**src/rtl/gpio_edge_pkg.sv**
```systemverilog
// Shared constants and register index encoding for the GPIO controller.
package gpio_edge_pkg;
    localparam int unsigned GPIO_PINS     = 28;
    localparam int unsigned GPIO_DED_IRQS = 11;
    localparam int unsigned GPIO_DATA_W   = 32;
    localparam int unsigned GPIO_ADDR_W   = 5;
    localparam int unsigned GPIO_SYNC_N   = 2;

    // Word index taken from bus_addr[4:2]; software depends on this order.
    typedef enum logic [2:0] {
        IDX_LEVEL = 3'd0,
        IDX_DIR   = 3'd1,
        IDX_SET   = 3'd2,
        IDX_CLR   = 3'd3,
        IDX_RISE  = 3'd4,
        IDX_FALL  = 3'd5,
        IDX_STAT  = 3'd6,
        IDX_ALT   = 3'd7
    } gpio_idx_e;
endpackage

```
**src/rtl/gpio_in_sync.sv**
```systemverilog
// Multi-stage synchronizer for a vector of asynchronous pin inputs.
// Assumes each bit is independent; no bus coherency is implied.
module gpio_in_sync #(
    parameter int unsigned WIDTH  = 28,
    parameter int unsigned STAGES = 2
) (
    input  logic             clk,
    input  logic             rst_n,
    input  logic [WIDTH-1:0] din,
    output logic [WIDTH-1:0] dout
);
    logic [WIDTH-1:0] chain [STAGES];

    generate
        for (genvar s = 0; s < STAGES; s++) begin : g_stage
            if (s == 0) begin : g_first
                // First stage samples the raw pins.
                always_ff @(posedge clk) begin
                    if (!rst_n) chain[0] <= '0;
                    else        chain[0] <= din;
                end
            end else begin : g_next
                // Later stages shift the sample along.
                always_ff @(posedge clk) begin
                    if (!rst_n) chain[s] <= '0;
                    else        chain[s] <= chain[s-1];
                end
            end
        end
    endgenerate

    assign dout = chain[STAGES-1];
endmodule

```
**src/rtl/gpio_reg_file.sv**
```systemverilog
// Software-written state: direction, output latch, edge enables and storage.
// Assumes one write per cycle, selected by a decoded word index.
module gpio_reg_file
    import gpio_edge_pkg::*;
#(
    parameter int unsigned WIDTH = 28
) (
    input  logic             clk,
    input  logic             rst_n,
    input  logic             wr_en,
    input  gpio_idx_e        wr_idx,
    input  logic [WIDTH-1:0] wr_data,
    output logic [WIDTH-1:0] dir_q,
    output logic [WIDTH-1:0] out_q,
    output logic [WIDTH-1:0] rise_q,
    output logic [WIDTH-1:0] fall_q,
    output logic [WIDTH-1:0] alt_q
);
    logic [WIDTH-1:0] out_d;

    // Output latch next value: set strobe raises, clear strobe lowers.
    always_comb begin
        out_d = out_q;
        if (wr_en && wr_idx == IDX_SET) out_d = out_q | wr_data;
        if (wr_en && wr_idx == IDX_CLR) out_d = out_q & ~wr_data;
    end

    // Plain read/write registers and the output latch.
    always_ff @(posedge clk) begin
        if (!rst_n) begin
            dir_q  <= '0;
            out_q  <= '0;
            rise_q <= '0;
            fall_q <= '0;
            alt_q  <= '0;
        end else begin
            out_q <= out_d;
            if (wr_en) begin
                case (wr_idx)
                    IDX_DIR:  dir_q  <= wr_data;
                    IDX_RISE: rise_q <= wr_data;
                    IDX_FALL: fall_q <= wr_data;
                    IDX_ALT:  alt_q  <= wr_data;
                    default:  ;
                endcase
            end
        end
    end
endmodule

```
**src/rtl/gpio_edge_unit.sv**
```systemverilog
// Per-pin transition capture into sticky write-one-to-clear status bits.
// Assumes level is already synchronous. A new capture wins over a clear.
module gpio_edge_unit #(
    parameter int unsigned WIDTH = 28
) (
    input  logic             clk,
    input  logic             rst_n,
    input  logic [WIDTH-1:0] level,
    input  logic [WIDTH-1:0] rise_en,
    input  logic [WIDTH-1:0] fall_en,
    input  logic [WIDTH-1:0] clr_mask,
    output logic [WIDTH-1:0] status
);
    logic [WIDTH-1:0] level_d1;
    logic [WIDTH-1:0] hit;

    // Transitions qualified by their enables.
    assign hit = (level & ~level_d1 & rise_en) | (~level & level_d1 & fall_en);

    // Delayed level and sticky status update.
    always_ff @(posedge clk) begin
        if (!rst_n) begin
            level_d1 <= '0;
            status   <= '0;
        end else begin
            level_d1 <= level;
            status   <= (status & ~clr_mask) | hit;
        end
    end
endmodule

```
**src/rtl/gpio_irq_map.sv**
```systemverilog
// Maps status bits to dedicated low-pin interrupts plus one shared line.
// Assumes 0 < DED < WIDTH.
module gpio_irq_map #(
    parameter int unsigned WIDTH = 28,
    parameter int unsigned DED   = 11
) (
    input  logic [WIDTH-1:0] status,
    output logic [DED-1:0]   irq_low,
    output logic             irq_shared
);
    generate
        for (genvar n = 0; n < DED; n++) begin : g_ded
            assign irq_low[n] = status[n];
        end
    endgenerate

    assign irq_shared = |status[WIDTH-1:DED];
endmodule

```
**src/rtl/gpio_edge_ctrl.sv**
```systemverilog
// Top of the GPIO controller: bus decode, read mux and sub-block wiring.
// Assumes single-cycle register access; reads are combinational on bus_addr.
module gpio_edge_ctrl
    import gpio_edge_pkg::*;
#(
    parameter int unsigned PINS   = GPIO_PINS,
    parameter int unsigned DED    = GPIO_DED_IRQS,
    parameter int unsigned DATA_W = GPIO_DATA_W,
    parameter int unsigned ADDR_W = GPIO_ADDR_W,
    parameter int unsigned SYNC_N = GPIO_SYNC_N
) (
    input  logic              clk,
    input  logic              rst_n,
    input  logic              bus_sel,
    input  logic              bus_wr,
    input  logic [ADDR_W-1:0] bus_addr,
    input  logic [DATA_W-1:0] bus_wdata,
    output logic [DATA_W-1:0] bus_rdata,
    input  logic [PINS-1:0]   pin_in,
    output logic [PINS-1:0]   pin_out,
    output logic [PINS-1:0]   pin_oe,
    output logic [PINS-1:0]   alt_func,
    output logic [DED-1:0]    irq_low,
    output logic              irq_shared
);
    gpio_idx_e        idx;
    logic             wr_en;
    logic [PINS-1:0]  wdata_p;
    logic [PINS-1:0]  level_s;
    logic [PINS-1:0]  rise_en;
    logic [PINS-1:0]  fall_en;
    logic [PINS-1:0]  edge_status;
    logic [PINS-1:0]  stat_clr;
    logic [PINS-1:0]  rd_sel;
    logic             unused_bits;

    assign idx         = gpio_idx_e'(bus_addr[4:2]);
    assign wr_en       = bus_sel && bus_wr;
    assign wdata_p     = bus_wdata[PINS-1:0];
    assign stat_clr    = (wr_en && idx == IDX_STAT) ? wdata_p : '0;
    assign unused_bits = ^{bus_addr[1:0], bus_wdata[DATA_W-1:PINS]};

    gpio_in_sync #(.WIDTH(PINS), .STAGES(SYNC_N)) u_sync (
        .clk   (clk),
        .rst_n (rst_n),
        .din   (pin_in),
        .dout  (level_s)
    );

    gpio_reg_file #(.WIDTH(PINS)) u_regs (
        .clk     (clk),
        .rst_n   (rst_n),
        .wr_en   (wr_en),
        .wr_idx  (idx),
        .wr_data (wdata_p),
        .dir_q   (pin_oe),
        .out_q   (pin_out),
        .rise_q  (rise_en),
        .fall_q  (fall_en),
        .alt_q   (alt_func)
    );

    gpio_edge_unit #(.WIDTH(PINS)) u_edge (
        .clk      (clk),
        .rst_n    (rst_n),
        .level    (level_s),
        .rise_en  (rise_en),
        .fall_en  (fall_en),
        .clr_mask (stat_clr),
        .status   (edge_status)
    );

    gpio_irq_map #(.WIDTH(PINS), .DED(DED)) u_irq (
        .status     (edge_status),
        .irq_low    (irq_low),
        .irq_shared (irq_shared)
    );

    // Read mux: strobe registers return zero.
    always_comb begin
        case (idx)
            IDX_LEVEL: rd_sel = level_s;
            IDX_DIR:   rd_sel = pin_oe;
            IDX_RISE:  rd_sel = rise_en;
            IDX_FALL:  rd_sel = fall_en;
            IDX_STAT:  rd_sel = edge_status;
            IDX_ALT:   rd_sel = alt_func;
            default:   rd_sel = '0;
        endcase
    end

    assign bus_rdata = DATA_W'(rd_sel);
endmodule

```
**config.mk**
```make
export PLATFORM = sky130hd
export DESIGN_NAME = gpio_edge_ctrl
export DESIGN_NICKNAME = d
export VERILOG_FILES = /design/src/rtl/gpio_edge_pkg.sv /design/src/rtl/gpio_in_sync.sv /design/src/rtl/gpio_reg_file.sv /design/src/rtl/gpio_edge_unit.sv /design/src/rtl/gpio_irq_map.sv /design/src/rtl/gpio_edge_ctrl.sv
export SDC_FILE = /design/constraint.sdc
export NUM_CORES = 1
export LEC_CHECK = 0
export BUFFER_PORTS_ARGS = -buffer_cell sky130_fd_sc_hd__buf_4
export CORE_MARGIN = 10
export CORE_UTILIZATION = 52
export DETAILED_ROUTE_END_ITERATION = 8
export GPL_ROUTABILITY_DRIVEN = 0
export GPL_TIMING_DRIVEN = 0
export PLACE_DENSITY = 0.76
export SLEW_MARGIN = 30
export SYNTH_ARGS = -nofsm -noshare
export SYNTH_HDL_FRONTEND = slang
export SYNTH_SLANG_ARGS = --single-unit
```
**constraint.sdc**
```tcl
create_clock -name clk -period 1.6 [get_ports clk]
set_input_delay 0.32 -clock clk [delete_from_list [all_inputs] [get_ports clk]]
set_output_delay 0.32 -clock clk [all_outputs]
set_load 0.01 [all_outputs]
```
* Word level (Yosys, flattened, before mapping)
Memory sizes are Yosys's and may differ from the RTL's.
Cells that the tools add are included.
** Storage, ports and cells
- Flip-flop bits (word level) :: 196
- RAM bits :: 56
- Memories kept :: 1
** Cells by class
- Equality and inequality tests :: 7
- Multiplexer cells :: 8
- Bitwise gates (word level) :: 15
- Reduce and logical (&&, ||, !) cells :: 11
** Memory list
- u_sync.chain :: depth 2, width 28, read ports 2, clocked after memory_dff 0, wr ports 2, RTL line gpio_in_sync.sv:12 : logic [WIDTH-1:0] chain [STAGES];
** Operators with widths (number)
- $and A28 B28 Y28 :: 6
- $pmux W28 S6 :: 1
- $mux W28 :: 5
- $not A28 Y28 :: 4
- $or A28 B28 Y28 :: 3
- $reduce_or A17 Y1 :: 1
- $eq A3 B3 Y1 const B :: 4
- $reduce_and A2 Y1 :: 4
- $eq A3 B2 Y1 const B :: 2
- $logic_and A1 B1 Y1 :: 4
- $eq A3 B1 Y1 const B :: 1
- $logic_not A3 Y1 :: 1
- $mux W1 :: 2
- $or A1 B1 Y1 :: 2
- $reduce_bool A2 Y1 :: 1

* Depth between registers and ports, before layout
Gate-level depths: netlist (run 1).
- Depth in word-level cells :: 6
- Gate-level depth with buffers :: 7
- Gate-level depth less buffers :: 3

* Hierarchy
Synthesis (run 1) repeated with hierarchy kept, for this count alone.
** Second synthesis, totals
- Cell total of the unflattened synthesis :: 1085
- Area, all modules :: 11035.6 µm²
** By module, submodules not included
- gpio_reg_file :: instances 1, cells an instance 524, area an instance 5432.7 µm², seq. area each 2802.7 µm²
- gpio_edge_unit :: instances 1, cells an instance 208, area an instance 2238.4 µm², seq. area each 1121.1 µm²
- gpio_edge_ctrl :: instances 1, cells an instance 218, area an instance 1712.9 µm², seq. area each 0.0 µm²
- gpio_in_sync :: instances 1, cells an instance 118, area an instance 1532.7 µm², seq. area each 1121.1 µm²
- gpio_irq_map :: instances 1, cells an instance 17, area an instance 118.9 µm², seq. area each 0.0 µm²

* Least setup slack after synthesis (run 1)
Ideal clock, no wire load.
- Path type :: input port to output port
- Start point :: in bus_addr[3]
- End point :: out bus_rdata[1]
- Data arrival time :: 1.322 ns
- Data required time :: 1.280 ns
- Slack :: -0.042 ns
- Stages :: 5
- Path through :: buf_4 -> or2_1 -> buf_2 -> clkbuf_1 -> o21ai_0
** On the way
- Word-level cells in the longest chain between the ends :: 2
- Elaborated cells on any way between the ends :: 7
- Those cells by class :: eq/ne: 5; mux: 1; reduce/logical: 1
** Ends and longest elaborated chain
- from (decl) :: RTL line gpio_edge_ctrl.sv:16 : input logic [ADDR_W-1:0] bus_addr,
- $eq A3 B3 Y1 (tied with other cells) :: RTL line gpio_edge_ctrl.sv:81 : case (idx)
- $pmux W28 S6 * :: RTL line gpio_edge_ctrl.sv:81
- to (decl) :: RTL line gpio_edge_ctrl.sv:18 : output logic [DATA_W-1:0] bus_rdata,
Every way passes the cells marked *; elsewhere a longest branch is shown, timed or not.

* Final worst setup path (run 1)
- Start point :: reg u_edge.status[17]
- End point :: out irq_shared
** On the way
- Word-level cells in the longest chain between the ends :: 1
** Ends and longest elaborated chain
- from (decl) :: RTL line gpio_edge_unit.sv:12 : output logic [WIDTH-1:0] status
- from (signal assigned) :: RTL line gpio_edge_unit.sv:27 : status <= (status & ~clr_mask) | hit;
- $reduce_or A17 Y1 :: RTL line gpio_irq_map.sv:17 : assign irq_shared = |status[WIDTH-1:DED];
- to (decl) :: RTL line gpio_edge_ctrl.sv:24 : output logic irq_shared
Every way passes these cells.

==> results.cfg, run 1 <==
[run_status]
outcome = complete, but fails checks
violations = hold timing, setup timing

[logic_synthesis]
synth_flop_cell = dfxtp_1
synthTopCellsByCount = dfxtp_1, nand2_1, mux2i_1
synth-warning-count = 0
yosys-top-cells-area = dfxtp_1, mux2i_1, nand2_1
ys_seq_elements = 252
postSynthCellCount = 1112
ys_seq_area_frac = 0.479
synth_top_area_share = 0.479
synth_cell_types = 42
postSynthAreaPerCell_sq_um = 9.47
synth_top_area_cell = dfxtp_1
synth_edf_count = 0
syn_area_sq_um = 10500
synthArstFlopShare = 0
yosysMostFrequentCell = dfxtp_1

[sta]
setup_slack_ps = -829
slew_headroom = 0.453
fmax_mhz = 412
hold_viol = 5
period_share = 1.52
rsz0062_at_grt = yes
worst_pin_slew_ps = 821
maxSlewViolCount = 0
hold_ws_ps = -7.44
finClkSkew_ps = 8.45
setup_violations = 29
min_period_ps = 2430

[global_routing]
overflow = 0
grt_first_pass_wirelength_um = 57300
antenna_found_initial = 0
grt_max_degree = 14
grt_use_total = 0.274
grt_pass1_vias = 10100

[clock_tree]
cts_sinks = 252
cts_tree = yes
htree_levels = 1
numCtsBuffers = 27
clk_latency_ps = 540
clk_transition_reported_paths_ps = 60
cts_max_path_buffers = 3
root_buffer = clkbuf_16

[floorplan]
fp.dieH_um = 162
ioPinCount = 197
die_x_um = 162
rows = 52
die_area_sq_um = 26400
start_util = 0.524
core_area_sq_um = 20100

[final_layout]
drive_above_1_share = 0.350
ff_latch_area_sq_um = 5130
final_cells = 1700
fillCellCount = 1413
multi_input_area_sq_um = 5250
finalInstanceArea_sq_um = 14600
fin_util = 0.724
syn_to_final_growth_pct = 38.2
n_antenna_cell = 0
finalNetCount = 1480

[power]
p_int_w = 0.0107
combPwrFrac = 0.091
p_switching_w = 0.00338
p_seq_frac = 0.460
switching_share = 0.239
p_per_area_nw_per_um2 = 969
p_clk_frac = 0.449
total_power_w = 0.0141
power_leakage_nw = 6.50
ir_worst_vdd_v = 0.000764

[hold_path]
holdCritPathClass = input port to flop

[worst_setup_path]
cp-end-kind = output pin
cp-start-kind = flop
cp_data_required_time_ps = 1280
path_class = flop to output pin
critPathArrivalTime_ps = 2110
critPathMaxFanout = 3

[detailed_routing]
drtIter0Drc = 1059
wire_per_inst_um = 22.2
drt_wl_total_um = 37700
detailedRoute.firstPassIterationCount = 8
route.detailed.drc = 0
drtAntennaViolNets = 0
viasPerCell = 5.77
num_vias = 9817

[placed_design]
postPlaceCellArea_sq_um = 12300
preCtsSetupSlack_ps = -802
numPortBuffers = 185
place_inst = 1570
dp_hpwl_um = 24800

[job]
drv_cap = 0
==> metrics by stage <==
step           hold WS (ps)  TNS, ps
2_1_floorplan           412    -83.4
3_3_place_gp            415   -43610
3_5_place_dp            417   -49420
4_1_cts                2.13    -7250
5_1_grt                4.70    -8510
6_report              -7.44    -7830
==> layer usage <==
layer,vias to the layer above,routed length [um],GRT usage
met3,127,4140,0.0731
li1,4421,-,-
met1,4656,14300,0.327
met4,0,1600,0.114
met2,613,17700,0.459
met5,-,0,0
==> critical path, stage by stage (launching register included) <==
cell	delay (ps)
dfxtp_2	350
nor4_4	330
nand4_1	260
or4_4	470
buf_4	160
==> area by class of cell <==
class / instances / share of cell area
plain buffers: 93 / 0.0472
clock buffers: 42 / 0.0558
clock inverters: 6 / 0.00576
inverters: 33 / 0.00877
multi-input cells: 735 / 0.360
flip-flops and latches: 252 / 0.353
well taps: 270 / 0.0232
repair buffers: 269 / 0.146
==> power groups by stage <==
stage	Clock, W	Sequential [W]	Combinational (W)
floorplan	0	0.00661	0.000510
global placement	0	0.00662	0.00100
detailed placement	0	0.00663	0.00102
CTS	0.00628	0.00649	0.00122
global route	0.00655	0.00650	0.00133
finish	0.00633	0.00650	0.00128
==> cells by family (layout without fill, tap and decap cells) <==
| logic type | after synthesis | in the layout | synth area share |
|---|---|---|---|
| and+or+nand+nor | 362 | 362 | 0.167 |
| DFF | 252 | 252 | 0.479 |
| AOI/OAI and AO/OA | 195 | 195 | 0.125 |
| muxes | 174 | 174 | 0.167 |
| buffers and inverters | 128 | 443 | 0.0618 |
| other | 1 | 4 | 0.000356 |
==> path summary, 6_finish.rpt <==
kind,cells past startpoint,slack (ps),endpoint,start
worst max-delay path,4,-830,irq_shared,u_edge.status[17]
worst max register to register,5,590,u_edge.status[21],u_regs.fall_q[21]
worst min-delay path,2,-7,u_sync.chain[0][6],pin_in[6]
worst min register to register,1,430,u_sync.chain[1][22],u_sync.chain[0][22]
==> layout by cell type (no fill, tap or decap), drive strengths merged <==
master	count
mux2	17
a22oi	2
o221ai	13
mux2i	157
dlygate4sd3	15
nand4	1
nand4b	1
and4b	1
a221oi	1
or4	1
a31oi	29
and3	3
clkbuf	80
nor2b	2
o211ai	31
nand3b	28
clkinv	3
clkinvlp	1
bufinv	2
nand3	3
conb	4
o22a	5
a21oi	2
or3	5
o21ai	65
and2	85
or2	1
o32ai	4
nor2	4
o21a	28
a32oi	11
nand2b	2
nor4	3
inv	33
a221o	4
dfxtp	252
buf	309
nand2	222
==> timing repair <==
| action | 4_1_cts | 5_1_grt |
|---|---|---|
| gates cloned | 1 | 0 |
| endpoints found under the hold margin | 15 | 0 |
| setup buffers | 60 | 8 |
| hold buffers | 15 | 0 |
| pin swaps | 29 | 13 |
| setup endpoints to repair | 29 | 32 |
| resized for setup | 184 | 26 |
No activity file was read; power rests on OpenSTA's default activity.
==> inputs of run 2 (changes only) <==
REMOVE_ABC_BUFFERS = 1   (was not set)
SKIP_LAST_GASP = 1   (was not set)
==> run 2 against run 1 <==
Compared with the run above: the run ends with setup timing left; via count fell by 8.2%; setup slack improved by 210 ps; worst hold slack improved by 16 ps; critical path depth did not move; final area fell by 3.9%; first-iteration DRC count fell by 31%; utilization fell by 2.8 points; register-to-register slack got worse by 50 ps; fmax rose by 9.6%; critical endpoint unchanged; global-route usage fell by 3.9 points.
==> results.cfg, run 2 (same netlist as run 1, synthesis figures left out) <==
[run_status]
outcome = complete, but fails checks
violations = setup timing

[sta]
min_period_ps = 2220
maxSlewViolCount = 0
rsz0062_at_grt = yes
slew_headroom = 0.545
worst_pin_slew_ps = 682
setup_violations = 29
hold_viol = 0
setup_slack_ps = -617
finClkSkew_ps = 18.1
period_share = 1.39
fmax_mhz = 451
finalSetupTns_ps = -6960

[power]
ir_worst_vdd_v = 0.000902
p_per_area_nw_per_um2 = 959
total_power_w = 0.0134
power_leakage_nw = 6.19

[worst_setup_path]
critPathMaxFanout = 3
path_class = flop to output pin
cp-end-kind = output pin
critPathArrivalTime_ps = 1900
cp-start-kind = flop
cp_data_required_time_ps = 1280

[final_layout]
final_cells = 1624
final_common_cell = buf_4
drive_above_1_share = 0.320
multi_input_area_sq_um = 5170
fillCellCount = 1531
syn_to_final_growth_pct = 32.8
n_antenna_cell = 0
finalNetCount = 1403
final_cell_mix = buf_4, nand2_1, dfxtp_1, mux2i_1, and2_1
fin_util = 0.696
ff_latch_area_sq_um = 5140

[global_routing]
overflow = 0
grt_first_pass_wirelength_um = 50000
grt_use_total = 0.235
antenna_found_initial = 0
grt_max_degree = 106
grt_pass1_vias = 9048

[placed_design]
place_inst = 1485
preCtsSetupSlack_ps = -1730
dp_hpwl_um = 18700
numPortBuffers = 186

[clock_tree]
cts_sinks = 252
clk_transition_reported_paths_ps = 60
cts_tree = yes
numCtsBuffers = 27
root_buffer = clkbuf_16
clk_latency_ps = 540
cts_max_path_buffers = 3
htree_levels = 1

[detailed_routing]
route.detailed.drc = 0
drt_wl_total_um = 32800
drtAntennaViolNets = 0
detailedRoute.firstPassIterationCount = 5
wire_per_inst_um = 20.2
num_vias = 9011
drtIter0Drc = 735
viasPerCell = 5.55

[floorplan]
rows = 52
die_area_sq_um = 26400
fp.dieH_um = 162
die_x_um = 162
core_area_sq_um = 20100
start_util = 0.524
ioPinCount = 197

[job]
drv_cap = 0

[hold_path]
holdCritPathClass = input port to flop
[run 2: worst max-delay path, stage by stage (launching register included)]
cell and delay (ps):
dfxtp_4 350, nor4_4 300, nand4_1 130, or4_1 410, buf_4 170
[run 2: area by class of cell]
class,instances,share of cell area
timing repair buffer,281,0.171
sequential,252,0.367
clock inverter,5,0.00224
clock buffer,44,0.0564
multi-input combinational,739,0.369
tap,270,0.0241
inverter,33,0.00912
[run 2: through the flow]
| step | area [sq um] | hold slack (ps) |
|---|---|---|
| after global routing | 14000 | 1.45 |
| after floorplan | 10000 | 412 |
| after detailed placement | 12000 | 418 |
| final | 14000 | 8.76 |
| after CTS | 13700 | 0.800 |
| after global placement | 11800 | 414 |
[run 2: path summary, 6_finish.rpt]
| check | to | slack [ps] | cells past startpoint | from |
|---|---|---|---|---|
| worst max-delay path | irq_shared | -620 | 4 | u_edge.status[25] |
| worst min-delay path | u_sync.chain[0][0] | 9 | 2 | pin_in[0] |
| worst min register to register | u_sync.chain[1][22] | 420 | 1 | u_sync.chain[0][22] |
| worst max register to register | u_edge.status[2] | 540 | 5 | u_sync.chain[1][2] |
[run 2: power by group]
part / switching (W) / internal (W)
registers: 0.0000729 / 0.00641
logic: 0.000639 / 0.000493
clock network: 0.00245 / 0.00335
total: 0.00316 / 0.0103
[run 2: timing repair]
action / in CTS / in global routing
hold endpoints to repair: 21 / 0
endpoints found under the setup margin: 169 / 57
cloned: 5 / 1
resized for setup: 107 / 37
buffers inserted: 54 / 9
hold buffers: 21 / 0
pin swaps: 30 / 16
[run 2: metal layers]
metal	wire length [um]	GRT usage
met5	0	0
met3	2640	0.0571
met2	15700	0.397
met1	13800	0.292
met4	620	0.0658
